**config.mk**
```make
export PLATFORM = sky130hd
export DESIGN_NAME = psfb_mod
export DESIGN_NICKNAME = d
export VERILOG_FILES = /design/src/rtl/psfb_pkg.sv /design/src/rtl/psfb_dem_sel.sv /design/src/rtl/psfb_timebase.sv /design/src/rtl/psfb_leg.sv /design/src/rtl/psfb_mod.sv
export SDC_FILE = /design/constraint.sdc
export NUM_CORES = 1
export LEC_CHECK = 0
export ABC_AREA = 1
export BUFFER_PORTS_ARGS = -buffer_cell sky130_fd_sc_hd__buf_2
export CAP_MARGIN = 20
export CORE_ASPECT_RATIO = 1.75
export CORE_UTILIZATION = 40
export CTS_CLUSTER_SIZE = 40
export DETAILED_ROUTE_END_ITERATION = 8
export GPL_ROUTABILITY_DRIVEN = 0
export SLEW_MARGIN = 10
export SYNTH_ARGS = -nofsm -noshare
export SYNTH_HDL_FRONTEND = slang
export SYNTH_SLANG_ARGS = --single-unit
```
**constraint.sdc**
```tcl
create_clock -name clk -period 5.5 [get_ports clk]
set_clock_uncertainty 0.05 [all_clocks]
set_input_delay 0.825 -clock clk [delete_from_list [all_inputs] [get_ports clk]]
set_output_delay 0.825 -clock clk [all_outputs]
set_load 0.01 [all_outputs]
```
**src/rtl/psfb_pkg.sv**
```systemverilog
`timescale 1ns/100ps
package psfb_pkg;
  // Which demand source won the last phase latch.
  typedef enum logic {
    LOOP_CURRENT = 1'b0,
    LOOP_VOLTAGE = 1'b1
  } loop_e;

  // Indexes of the two legs in generated arrays.
  localparam int LEG_A = 0;
  localparam int LEG_B = 1;
  localparam int NUM_LEGS = 2;
endpackage

```
**src/rtl/psfb_dem_sel.sv**
```systemverilog
`timescale 1ns/100ps
module psfb_dem_sel
  import psfb_pkg::*;
#(
  parameter int CNT_W = 8
) (
  input  logic [CNT_W-1:0] dem_cur,
  input  logic [CNT_W-1:0] dem_volt,
  output logic [CNT_W-1:0] dem_min,
  output loop_e            winner
);
  // The smaller demand asks for less overlap and so takes control.
  always_comb begin
    if (dem_volt < dem_cur) begin
      dem_min = dem_volt;
      winner  = LOOP_VOLTAGE;
    end else begin
      dem_min = dem_cur;
      winner  = LOOP_CURRENT;
    end
  end
endmodule

```
**src/rtl/psfb_timebase.sv**
```systemverilog
`timescale 1ns/100ps
module psfb_timebase
  import psfb_pkg::*;
#(
  parameter int CNT_W = 8
) (
  input  logic             clk,
  input  logic             rst,
  input  logic             en,
  input  logic [CNT_W-1:0] period_m1,
  input  logic [CNT_W-1:0] dem_min,
  input  loop_e            winner,
  output logic [CNT_W-1:0] cnt,
  output logic [CNT_W-1:0] per_q,
  output logic [CNT_W-1:0] ph,
  output loop_e            loop_q
);
  localparam int EXT_W = CNT_W + 1;

  logic [EXT_W-1:0] half_next;
  logic [EXT_W-1:0] half_cur;
  logic [CNT_W-1:0] ph_next;
  logic             wrap;

  assign half_next = ({1'b0, period_m1} + EXT_W'(1)) >> 1;
  assign half_cur  = ({1'b0, per_q} + EXT_W'(1)) >> 1;
  assign ph_next   = ({1'b0, dem_min} < half_next) ? dem_min : half_next[CNT_W-1:0];
  assign wrap      = !en || (cnt >= per_q);

  always_ff @(posedge clk) begin
    if (rst) begin
      cnt    <= '0;
      per_q  <= '0;
      ph     <= '0;
      loop_q <= LOOP_CURRENT;
    end else if (wrap) begin
      cnt    <= '0;
      per_q  <= period_m1;
      ph     <= ph_next;
      loop_q <= winner;
    end else begin
      cnt    <= cnt + CNT_W'(1);
    end
  end

  p_cnt_bound_r2: assert property (@(posedge clk) disable iff (rst)
    cnt <= per_q);

  p_phase_clamp_r4: assert property (@(posedge clk) disable iff (rst)
    {1'b0, ph} <= half_cur);

  p_latch_at_wrap_r6: assert property (@(posedge clk) disable iff (rst)
    (cnt != '0) |-> ($stable(ph) && $stable(per_q) && $stable(loop_q)));
endmodule

```
**src/rtl/psfb_leg.sv**
```systemverilog
`timescale 1ns/100ps
module psfb_leg #(
  parameter int DT_W = 4
) (
  input  logic            clk,
  input  logic            rst,
  input  logic            en,
  input  logic            drive,
  input  logic [DT_W-1:0] dead_cyc,
  output logic            hi,
  output logic            lo
);
  logic            drive_q;
  logic [DT_W-1:0] dt_cnt;

  always_ff @(posedge clk) begin
    if (rst) begin
      hi      <= 1'b0;
      lo      <= 1'b0;
      drive_q <= 1'b0;
      dt_cnt  <= '0;
    end else if (!en) begin
      hi      <= 1'b0;
      lo      <= 1'b0;
      drive_q <= drive;
      dt_cnt  <= dead_cyc;
    end else if (drive != drive_q) begin
      hi      <= 1'b0;
      lo      <= 1'b0;
      drive_q <= drive;
      dt_cnt  <= dead_cyc;
    end else if (dt_cnt != '0) begin
      hi      <= 1'b0;
      lo      <= 1'b0;
      dt_cnt  <= dt_cnt - DT_W'(1);
    end else begin
      hi      <= drive;
      lo      <= !drive;
    end
  end

  p_no_shoot_r7: assert property (@(posedge clk) disable iff (rst)
    !(hi && lo));

  p_hi_break_make_r7: assert property (@(posedge clk) disable iff (rst)
    $rose(hi) |-> !$past(lo));

  p_lo_break_make_r7: assert property (@(posedge clk) disable iff (rst)
    $rose(lo) |-> !$past(hi));

  p_disable_off_r8: assert property (@(posedge clk) disable iff (rst)
    !en |=> (!hi && !lo));
endmodule

```
**src/rtl/psfb_mod.sv**
```systemverilog
`timescale 1ns/100ps
module psfb_mod
  import psfb_pkg::*;
#(
  parameter int CNT_W = 8,
  parameter int DT_W  = 4
) (
  input  logic             clk,
  input  logic             rst,
  input  logic             en,
  input  logic [CNT_W-1:0] period_m1,
  input  logic [DT_W-1:0]  dead_cyc,
  input  logic [CNT_W-1:0] dem_cur,
  input  logic [CNT_W-1:0] dem_volt,
  output logic             a_hi,
  output logic             a_lo,
  output logic             b_hi,
  output logic             b_lo,
  output logic             volt_in_ctrl
);
  localparam int EXT_W = CNT_W + 1;

  logic [CNT_W-1:0]    dem_min;
  loop_e               winner;
  logic [CNT_W-1:0]    cnt;
  logic [CNT_W-1:0]    per_q;
  logic [CNT_W-1:0]    ph;
  loop_e               loop_q;
  logic [EXT_W-1:0]    per_len;
  logic [EXT_W-1:0]    half_len;
  logic [EXT_W-1:0]    shifted;
  logic [NUM_LEGS-1:0] drive;
  logic [NUM_LEGS-1:0] leg_hi;
  logic [NUM_LEGS-1:0] leg_lo;

  psfb_dem_sel #(.CNT_W(CNT_W)) u_sel (
    .dem_cur (dem_cur),
    .dem_volt(dem_volt),
    .dem_min (dem_min),
    .winner  (winner)
  );

  psfb_timebase #(.CNT_W(CNT_W)) u_tb (
    .clk      (clk),
    .rst      (rst),
    .en       (en),
    .period_m1(period_m1),
    .dem_min  (dem_min),
    .winner   (winner),
    .cnt      (cnt),
    .per_q    (per_q),
    .ph       (ph),
    .loop_q   (loop_q)
  );

  // Leg A is the reference square wave; leg B is the same wave delayed by ph.
  always_comb begin
    per_len  = {1'b0, per_q} + EXT_W'(1);
    half_len = per_len >> 1;
    if (cnt >= ph) shifted = {1'b0, cnt} - {1'b0, ph};
    else           shifted = {1'b0, cnt} + per_len - {1'b0, ph};
    drive[LEG_A] = ({1'b0, cnt} < half_len);
    drive[LEG_B] = (shifted < half_len);
  end

  for (genvar g = 0; g < NUM_LEGS; g++) begin : g_leg
    psfb_leg #(.DT_W(DT_W)) u_leg (
      .clk     (clk),
      .rst     (rst),
      .en      (en),
      .drive   (drive[g]),
      .dead_cyc(dead_cyc),
      .hi      (leg_hi[g]),
      .lo      (leg_lo[g])
    );
  end

  assign a_hi         = leg_hi[LEG_A];
  assign a_lo         = leg_lo[LEG_A];
  assign b_hi         = leg_hi[LEG_B];
  assign b_lo         = leg_lo[LEG_B];
  assign volt_in_ctrl = (loop_q == LOOP_VOLTAGE);

  // a zero phase keeps the two legs in step, so no diagonal pair conducts.
  p_zero_phase_r4: assert property (@(posedge clk) disable iff (rst)
    (ph == '0) |-> (drive[LEG_A] == drive[LEG_B]));
endmodule

```
==> impl_metrics.csv, run 1 <==
group,metric,value,unit
synth,synth_compound_area_share,12.2,%
cts,clock_latency,280,ps
setup_path,critPathLaunchType,"flop",
status,status,"complete, no violations",
layout,layout.nets,688,
layout,stdcell_area,0.00433,sq mm
cts,clockBufferDepth,2,
global_routing,grt_pass1_wl,15900,um
power_and_ir_drop,p_seq_share,25.3,%
cts,clock-sinks,39,
synth,synth_area,0.00392,sq mm
power_and_ir_drop,leakage,2.23,nW
cts,postCtsHoldBufs,0,
global_routing,met3_usage,1.79,%
timing,hold_viol_final,0,
cts,htree_levels,2,
floorplan,die_area,0.0102,sq mm
global_routing,busiest_layer,"met2",
setup_path,worstPathArrival,4470,ps
global_routing,grt_max_degree,42,
synth,ys_seq_area_share,19.9,%
timing,setup_viol_count_final,0,
layout,antenna_cells,0,
timing,setup_tns,0,ps
place,port_buffers,35,
synth,ys_ff_latch,39,
routing,routed_wl,9100,um
synth,netlist_instances,556,
layout,final_cells,710,
synth,synthAdderAreaFrac,23.5,%
worst_hold_path,holdCritPathClass,"reg -> reg",
timing,setup_ws,1150,ps
global_routing,grt.total_usage,19.5,%
cts,cts_root_buf,"clkbuf_16",
synth,synth_cell_types,39,
setup_path,crit_type,"reg -> reg",
setup_path,end_kind,"flop",
floorplan,initial_core_util,41.4,%
layout,final_common_cell,"inv_1",
floorplan,io_pins,36,
routing,viasPerCell,5.01,
synth,synth_top_flop_cell,"dfxtp_1",
synth,synth_edf_count,0,
routing,ant_nets,0,
global_routing,grt_use_met2,37.1,%
power_and_ir_drop,irDropWorstVdd,0.000210,V
global_routing,grt_overflow,0,
cts,path_clk_slew,50,ps
floorplan,core,0.00947,sq mm
cts,numCtsBuffers,5,
timing,slew_viol_final,0,
floorplan,fp-row-count,47,
timing,fmax,230,MHz
synth,muxShareOfSynthArea,0.511,%
synth,synth_xor_area_share,7.35,%
setup_path,cp_max_fo,7,
layout,layout_common_cells,"94 x inv_1, 92 x nand2_1, 59 x ha_1",
setup_path,crit_slowest_cell,"fa_1",
setup_path,crit_required,5620,ps
power_and_ir_drop,switching_power,0.584,mW
layout,syn_to_final_growth,10.7,%
synth,synth.avg_cell_area,7.04,sq um
routing,dr.first_iter.drc_count,127,
place,place_inst,704,
power_and_ir_drop,intPower,0.774,mW
global_routing,grt_pass1_vias,3614,
cts,cts_setup_buffers,0,
timing,max_slew.worst_pin.slew,543,ps
layout,drive_gt1_share,10.0,%
synth,yosysWarnings,0,
cts,cts_tree,"built",
cts,cts-resized-gates,0,
global_routing,grt_use_met1,19.8,%
routing,post-route-drc-count,0,
routing,wl_per_cell,12.8,um
synth,synth_top_family_by_area,"simple AND/OR/NAND/NOR gates",
power_and_ir_drop,clockPowerShare,19.4,%
synth,syn-num-nets,655,
setup_path,crit_top_cell,"inv_1",
power_and_ir_drop,power.share.switching,43.0,%
synth,async_flop_share,0,%
routing,dr.pass1.iters,4,
global_routing,grt_antenna_before_repair,0,
timing,relSlewSlack,63.8,%
timing,holdWs,476,ps
timing,rsz0062_at_grt,"false",
synth,synth_simple_gate_area_share,25.9,%
timing,period_share,79.1,%
flow_run,drv_cap,0,
power_and_ir_drop,pwr-share-comb,55.3,%
timing,finalCriticalPeriod,4350,ps
power_and_ir_drop,pwr_density_cell,313,mW/mm^2
floorplan,die_height,133,um
routing,num_vias,3560,
setup_path,max_stage_delay,430,ps
place,dp_slack,1170,ps
place,dp_hpwl,7670,um
place,dpl_cell_area,0.00421,sq mm
floorplan,fp.dieW,76.8,um
## power groups by stage
stage                     logic (mW)  registers [mW]  clock network (mW)
after global placement         0.738           0.349                   0
after global routing           0.867           0.347               0.284
final                          0.751           0.344               0.264
after detailed placement       0.751           0.349                   0
after floorplan                0.566           0.344                   0
after CTS                      0.755           0.344               0.271
## cells by family (layout without fill, tap and decap cells)
logic type,count (synthesis),count (layout)
compound gates,87,87
xor+xnor,32,32
fa+ha+maj,68,68
buf+inv,107,139
flops,39,39
mux,2,2
simple gates,221,221
## cells in the mapped netlist, types with 5 or more instances
cell | number | share of area [%]
o21ai_1 | 6 | 0.77
nand3_1 | 34 | 4.3
inv_1 | 94 | 9.0
nand2_1 | 92 | 8.8
xor2_1 | 25 | 5.6
nor3_1 | 8 | 1.0
ha_1 | 59 | 19
nand4_1 | 8 | 1.3
clkbuf_1 | 5 | 0.48
xnor2_1 | 6 | 1.3
a21oi_1 | 43 | 5.5
fa_1 | 9 | 4.6
nand2_2 | 5 | 0.80
o21ai_0 | 20 | 2.6
dfxtp_1 | 39 | 20
nor2_1 | 57 | 5.5
## final cells by class
class / count / area (sq um)
multi-input cells: 410 / 2720
clock buffers: 6 / 129
flip-flops and latches: 39 / 781
well taps: 122 / 153
inverters: 96 / 360
repair buffers: 37 / 190
fillers: 980 / 5130
## worst max-delay path: cells and delay by family, from the launching register on
family                     cells  cell delay [ps]
AOI/OAI and AO/OA              6             1020
adders and majority gates      3             1070
buffers and inverters          6              400
DFF                            1              370
and+or+nand+nor               14             1340
## flip-flops by register name (all words and copies together) (netlist names)
register	cells
g_leg.u_leg.drive_q	2
g_leg.u_leg.dt_cnt	8
g_leg.u_leg.hi	2
g_leg.u_leg.lo	2
u_tb.cnt	8
u_tb.loop_q	1
u_tb.per_q	8
u_tb.ph	8
## through the flow
stage | utilization, % | power (mW)
floorplan | - | 0.910
global placement | 44.4 | 1.09
detailed placement | 44.4 | 1.10
CTS | 45.8 | 1.37
global route | 45.8 | 1.50
finish | 45.8 | 1.36
## per-layer routing
metal / up-vias / wire, um
met5: - / 0
met2: 65 / 4890
met4: 0 / 515
li1: 1863 / -
met3: 25 / 132
met1: 1607 / 3560
## worst paths after layout
| kind | start | endpoint | slack [ps] | cells after the start |
|---|---|---|---|---|
| worst min register to register | g_leg[0].u_leg.dt_cnt[1] | g_leg[0].u_leg.dt_cnt[1] | 480 | 2 |
| worst min-delay path | g_leg[0].u_leg.dt_cnt[1] | g_leg[0].u_leg.dt_cnt[1] | 480 | 2 |
| worst max register to register | u_tb.per_q[0] | g_leg[1].u_leg.dt_cnt[1] | 1150 | 29 |
| worst max-delay path | u_tb.per_q[0] | g_leg[1].u_leg.dt_cnt[1] | 1150 | 29 |
Power figures use the tool's default switching activity.
==> run 2, diff against run 1 <==
==> constraint.sdc (replaced) <==
create_clock -name clk -period 3.88 [get_ports clk]
set_clock_uncertainty 0.05 [all_clocks]
set_input_delay 0.582 -clock clk [delete_from_list [all_inputs] [get_ports clk]]
set_output_delay 0.582 -clock clk [all_outputs]
set_load 0.01 [all_outputs]
==> run 2 against run 1 <==
The flow now finishes with violations (setup timing). Largest cell class unchanged. Clock power up 100%. Sequential cell count did not move. Global-route usage rose by 1.1 points. Non-clock buffer count rose by 41. Critical endpoint unchanged. Highest routed layer unchanged. Critical path type unchanged.
==> impl_metrics.csv, run 2 (same netlist as run 1, synthesis figures left out) <==
group,metric,value,unit
worst_hold_path,holdCritPathClass,"reg -> reg",
timing,hold_viol_final,0,
setup_path,r2r_slack,-170,ps
cts,htree_levels,2,
cts,cts_tree,"built",
layout,final_core_util,51.6,%
setup_path,cp.buffers_inverters,2,
floorplan,core,0.00947,sq mm
setup_path,end_kind,"flop",
layout,drive_gt1_share,21.1,%
floorplan,fp-row-count,47,
place,dp_hpwl,7850,um
layout,syn_to_final_growth,24.9,%
timing,holdWs,482,ps
cts,path_clk_slew,60,ps
timing,slew_viol_final,0,
cts,cts_root_buf,"clkbuf_16",
layout,stdcell_area,0.00489,sq mm
layout,final_common_cell,"inv_1",
place,place_inst,740,
global_routing,grt_overflow,0,
cts,clockBufferDepth,2,
floorplan,fp.dieW,76.8,um
global_routing,grt_antenna_before_repair,0,
routing,ant_nets,0,
place,port_buffers,35,
power_and_ir_drop,pwr_density_cell,485,mW/mm^2
routing,routed_wl,9700,um
routing,dr.pass1.iters,4,
setup_path,crit_top_cell,"nand2_2",
timing,max_slew.worst_pin.slew,580,ps
floorplan,initial_core_util,41.4,%
layout,antenna_cells,0,
timing,finalCriticalPeriod,4050,ps
timing,setup_viol_count_final,7,
timing,setup_ws,-172,ps
timing,relSlewSlack,61.3,%
global_routing,grt_pass1_wl,16600,um
layout,layout_common_cells,"90 x inv_1, 88 x nand2_1, 54 x ha_1",
timing,period_share,104,%
routing,post-route-drc-count,0,
global_routing,grt_pass1_vias,3776,
setup_path,cp_max_fo,7,
timing,rsz0062_at_grt,"true",
cts,clock-sinks,39,
global_routing,grt.total_usage,20.6,%
flow_run,drv_cap,0,
power_and_ir_drop,leakage,2.47,nW
global_routing,grt_max_degree,43,
power_and_ir_drop,irDropWorstVdd,0.000283,V
setup_path,critPathLaunchType,"flop",
floorplan,io_pins,36,
routing,wl_per_cell,12.9,um
setup_path,max_stage_delay,580,ps
power_and_ir_drop,finalPower,2.37,mW
floorplan,die_area,0.0102,sq mm
cts,clock_latency,280,ps
timing,fmax,247,MHz
status,violations,"setup timing",
setup_path,crit_family,"adder cells",
place,dpl_cell_area,0.00449,sq mm
layout,final_cells,753,
routing,viasPerCell,4.91,
setup_path,worstPathArrival,4240,ps
setup_path,crit_slowest_cell,"fa_1",
status,status,"finished, violations left",
cts,numCtsBuffers,5,
routing,dr.first_iter.drc_count,74,
routing,num_vias,3700,
floorplan,die_height,133,um
setup_path,crit_type,"reg -> reg",
layout,layout.nets,729,
setup_path,crit_required,4060,ps
run 2: cell count changes in the layout (fill, tap and decap cells not counted), moves of 3 or more:
cell	delta
a21oi_1	-4
buf_4	+41
ha_1	-5
ha_4	+5
inv_1	-4
inv_2	+4
nand2_1	-4
nand2_2	+3
nor2_1	-5
nor2_2	+5
run 2: layout make-up:
class	instances	area [sq um]
Tap cell	122	153
Sequential cell	39	786
Fill cell	936	4580
Multi-Input combinational cell	410	2900
Clock buffer	5	125
Timing Repair Buffer	78	498
Inverter	96	360
Clock inverter	3	67.6
run 2: tightest hold or removal path, cell delays in order (launching register included):
cell and delay (ps):
dfxtp_1 320, o21ai_0 90, nor2_1 90
run 2: power by group:
group / leakage, nW / total (mW) / internal, mW / switching [mW]
combinational: 2.06 / 1.35 / 0.606 / 0.741
clock: 0.0900 / 0.540 / 0.368 / 0.171
sequential: 0.322 / 0.483 / 0.452 / 0.0307
run 2: final timing paths:
path,startpoint,endpoint,cells after the start
hold / removal,u_tb.ph[3],u_tb.ph[3],2
hold reg to reg,u_tb.ph[3],u_tb.ph[3],2
setup reg to reg,u_tb.per_q[0],g_leg[1].u_leg.dt_cnt[1],27
setup / recovery,u_tb.per_q[0],g_leg[1].u_leg.dt_cnt[1],27
run 2: routing by layer:
metal,global-route usage [%],vias up,wire length [um]
met3,2.07,19,194
met5,0,-,0
met1,19.7,1671,3610
li1,-,1949,-
met4,11.9,0,427
met2,41.1,61,5470
run 2: per-stage QoR:
stage / setup TNS (ps) / worst slack, ps
4_1_cts: -671 / -122
6_report: -984 / -172
3_5_place_dp: -1610 / -293
5_1_grt: -3130 / -505
2_1_floorplan: 0 / 9.42
3_3_place_gp: -1380 / -261
run 2: what timing repair did:
item | 4_1_cts | 5_1_grt
buffers inserted | 4 | 1
hold buffers | 0 | 0
gates resized for setup | 15 | 22
setup endpoints to repair | 7 | 7
pin swaps | 10 | 13
==> run 3, diff against run 2 <==
--- a/config.mk
+++ b/config.mk
@@ -5,7 +5,6 @@
 export SDC_FILE = /design/constraint.sdc
 export NUM_CORES = 1
 export LEC_CHECK = 0
-export ABC_AREA = 1
 export BUFFER_PORTS_ARGS = -buffer_cell sky130_fd_sc_hd__buf_2
 export CAP_MARGIN = 20
 export CORE_ASPECT_RATIO = 1.75
==> run 3 against run 2 <==
Cell area grew 8.6%. The run still ends with setup timing left. Synthesized area down 0.73%. Sequential power up 7.7%.
==> impl_metrics.csv, run 3 <==
group,metric,value,unit
status,status,"finished, violations left",
status,violations,"setup timing",
floorplan,initial_core_util,41.1,%
floorplan,fp.dieW,76.5,um
synth,synth_top_cell_by_area,"dfxtp_1",
routing,top_layer,"met4",
synth,async_flop_share,0,%
global_routing,grt_antenna_before_repair,0,
timing,rsz0062_at_grt,"true",
cts,cts_tree,"built",
synth,synth_compound_area_share,17.0,%
routing,wl_per_cell,15.3,um
timing,slew_viol_final,0,
floorplan,fp-row-count,47,
routing,post-route-drc-count,0,
global_routing,grt_overflow,0,
timing,max_slew.worst_pin.slew,748,ps
synth,netlist.area_leader.share,20.1,%
setup_path,max_stage_delay,470,ps
layout,fillers,855,
synth,yosysWarnings,0,
floorplan,io_pins,36,
timing,fmax,231,MHz
setup_path,crit_type,"reg -> reg",
cts,cts_root_buf,"clkbuf_16",
setup_path,crit_chain,"ha_4 -> fa_1 -> ha_1 -> a21o_1 -> a21oi_2 -> o21bai_1 -> a21oi_2 -> xor2_1 -> o22ai_1 -> ha_1 -> nor3_1 -> o21ai_0 -> a2111o_1 -> a21oi_2 -> o2bb2ai_2 -> mux2i_4 -> mux2_4",
global_routing,grt_pass1_vias,3926,
layout,layout_common_cells,"84 x buf_4, 50 x nor2_1, 50 x ha_1",
timing,setup_ws,-453,ps
cts,clock-sinks,39,
routing,dr.first_iter.drc_count,86,
synth,synth_edf_count,0,
power_and_ir_drop,pwr_density_cell,528,mW/mm^2
global_routing,grt_pass1_wl,17600,um
synth,synth_top_family_by_area,"adder cells",
power_and_ir_drop,finalPower,2.80,mW
synth,syn-num-nets,556,
power_and_ir_drop,irDropWorstVdd,0.000300,V
routing,ant_nets,0,
floorplan,core,0.00947,sq mm
place,dp_hpwl,9070,um
synth,synth_area,0.00389,sq mm
synth,muxShareOfSynthArea,7.43,%
routing,dr.pass1.iters,5,
routing,wl_met1,3820,um
timing,period_share,112,%
layout,drive_gt1_share,33.9,%
cts,clockBufferDepth,2,
synth,synth_top_flop_cell,"dfxtp_1",
synth,synth_area_leaders,"dfxtp_1 20%, ha_1 19%, nor2_1 4.9%",
setup_path,end_kind,"flop",
routing,met3_length,177,um
synth,ys_seq_area_share,20.1,%
routing,viasPerCell,5.34,
timing,setup_viol_count_final,6,
cts,htree_levels,2,
power_and_ir_drop,leakage,2.54,nW
global_routing,grt_max_degree,36,
flow_run,drv_cap,0,
routing,routed_wl,10700,um
synth,synth_simple_gate_area_share,19.2,%
timing,hold_viol_final,0,
setup_path,cp_max_fo,4,
layout,layout.nets,677,
setup_path,crit_slowest_cell,"fa_1",
cts,numCtsBuffers,5,
synth,synthAdderAreaFrac,23.6,%
setup_path,r2r_slack,-450,ps
synth,synth_cell_types,47,
worst_hold_path,holdCritPathClass,"reg -> reg",
layout,final_common_cell,"buf_4",
floorplan,die_height,132,um
cts,path_clk_slew,60,ps
global_routing,grt.total_usage,22.0,%
synth,synth.avg_cell_area,8.51,sq um
synth,synth_common_cells,"59 x ha_1, 51 x nor2_1, 41 x inv_1",
cts,postCtsHoldBufs,0,
layout,antenna_cells,0,
synth,netlist_instances,457,
timing,setup_tns,-1890,ps
routing,num_vias,3740,
synth,ys_ff_latch,39,
routing,wl_met2,6180,um
synth,synth_most_common_cell,"ha_1",
layout,syn_to_final_growth,36.6,%
place,dpl_cell_area,0.00492,sq mm
timing,finalCriticalPeriod,4330,ps
setup_path,worstPathArrival,4460,ps
setup_path,crit_top_cell,"a21oi_2",
layout,stdcell_area,0.00531,sq mm
floorplan,die_area,0.0101,sq mm
cts,clock_latency,280,ps
place,port_buffers,35,
synth,synth_xor_area_share,7.79,%
setup_path,critPathLaunchType,"flop",
setup_path,crit_required,4000,ps
timing,relSlewSlack,50.2,%
-- run 3: repair_timing --
action,CTS,global route
buffers inserted,6,2
endpoints found under the hold margin,0,0
cloned,1,0
pin swaps,15,12
gates resized for setup,26,14
endpoints found under the setup margin,14,15
-- run 3: final cells by class --
cell class	instances	area, sq um	share of cell area, %
flip-flops and latches	39	790	14.9
inverters	41	161	3.04
repair buffers	121	860	16.2
multi-input cells	370	3210	60.4
clock buffers	6	129	2.43
clock inverters	2	12.5	0.236
well taps	122	153	2.87
-- run 3: kinds of logic (layout without fill, tap and decap cells) --
family,Yosys count,after routing
AO/OA/AOI/OAI,91,91
multiplexers,27,27
adder cells (fa/ha/maj),68,68
flip-flops,39,39
buffers and inverters,48,170
XOR/XNOR,33,33
AND/OR/NAND/NOR,151,151
-- run 3: metal layers --
layer,track usage (%),vias to the layer above
met5,0,-
li1,-,1848
met3,2.14,35
met1,20.0,1782
met4,12.9,0
met2,45.0,75
-- run 3: final timing paths --
check | depth (start not counted) | start | endpoint
setup / recovery | 17 | u_tb.per_q[1] | g_leg[1].u_leg.dt_cnt[2]
hold / removal | 2 | u_tb.ph[1] | u_tb.ph[1]
setup reg to reg | 17 | u_tb.per_q[1] | g_leg[1].u_leg.dt_cnt[2]
hold reg to reg | 2 | u_tb.ph[1] | u_tb.ph[1]
-- run 3: power by group --
group	total, mW	switching, mW	internal, mW
registers	0.520	0.0491	0.470
clock network	0.405	0.168	0.237
logic	1.88	0.935	0.945
total	2.80	1.15	1.65
-- run 3: per-stage QoR --
step	instances	hold slack [ps]	setup WS [ps]	util [%]
after floorplan	457	370	-321	-
after global placement	685	385	-492	52.0
after detailed placement	685	385	-540	52.0
after CTS	699	402	-480	55.3
after global routing	701	418	-641	56.1
final	701	398	-453	56.1
-- run 3: critical path: cells and delay by family, from the launching register on --
kind,cells,cell delay [ps]
AOI/OAI and AO/OA,9,1530
adders and majority gates,4,1240
muxes,2,690
DFF,1,360
and+or+nand+nor,1,180
xor gates and xnor gates,1,170
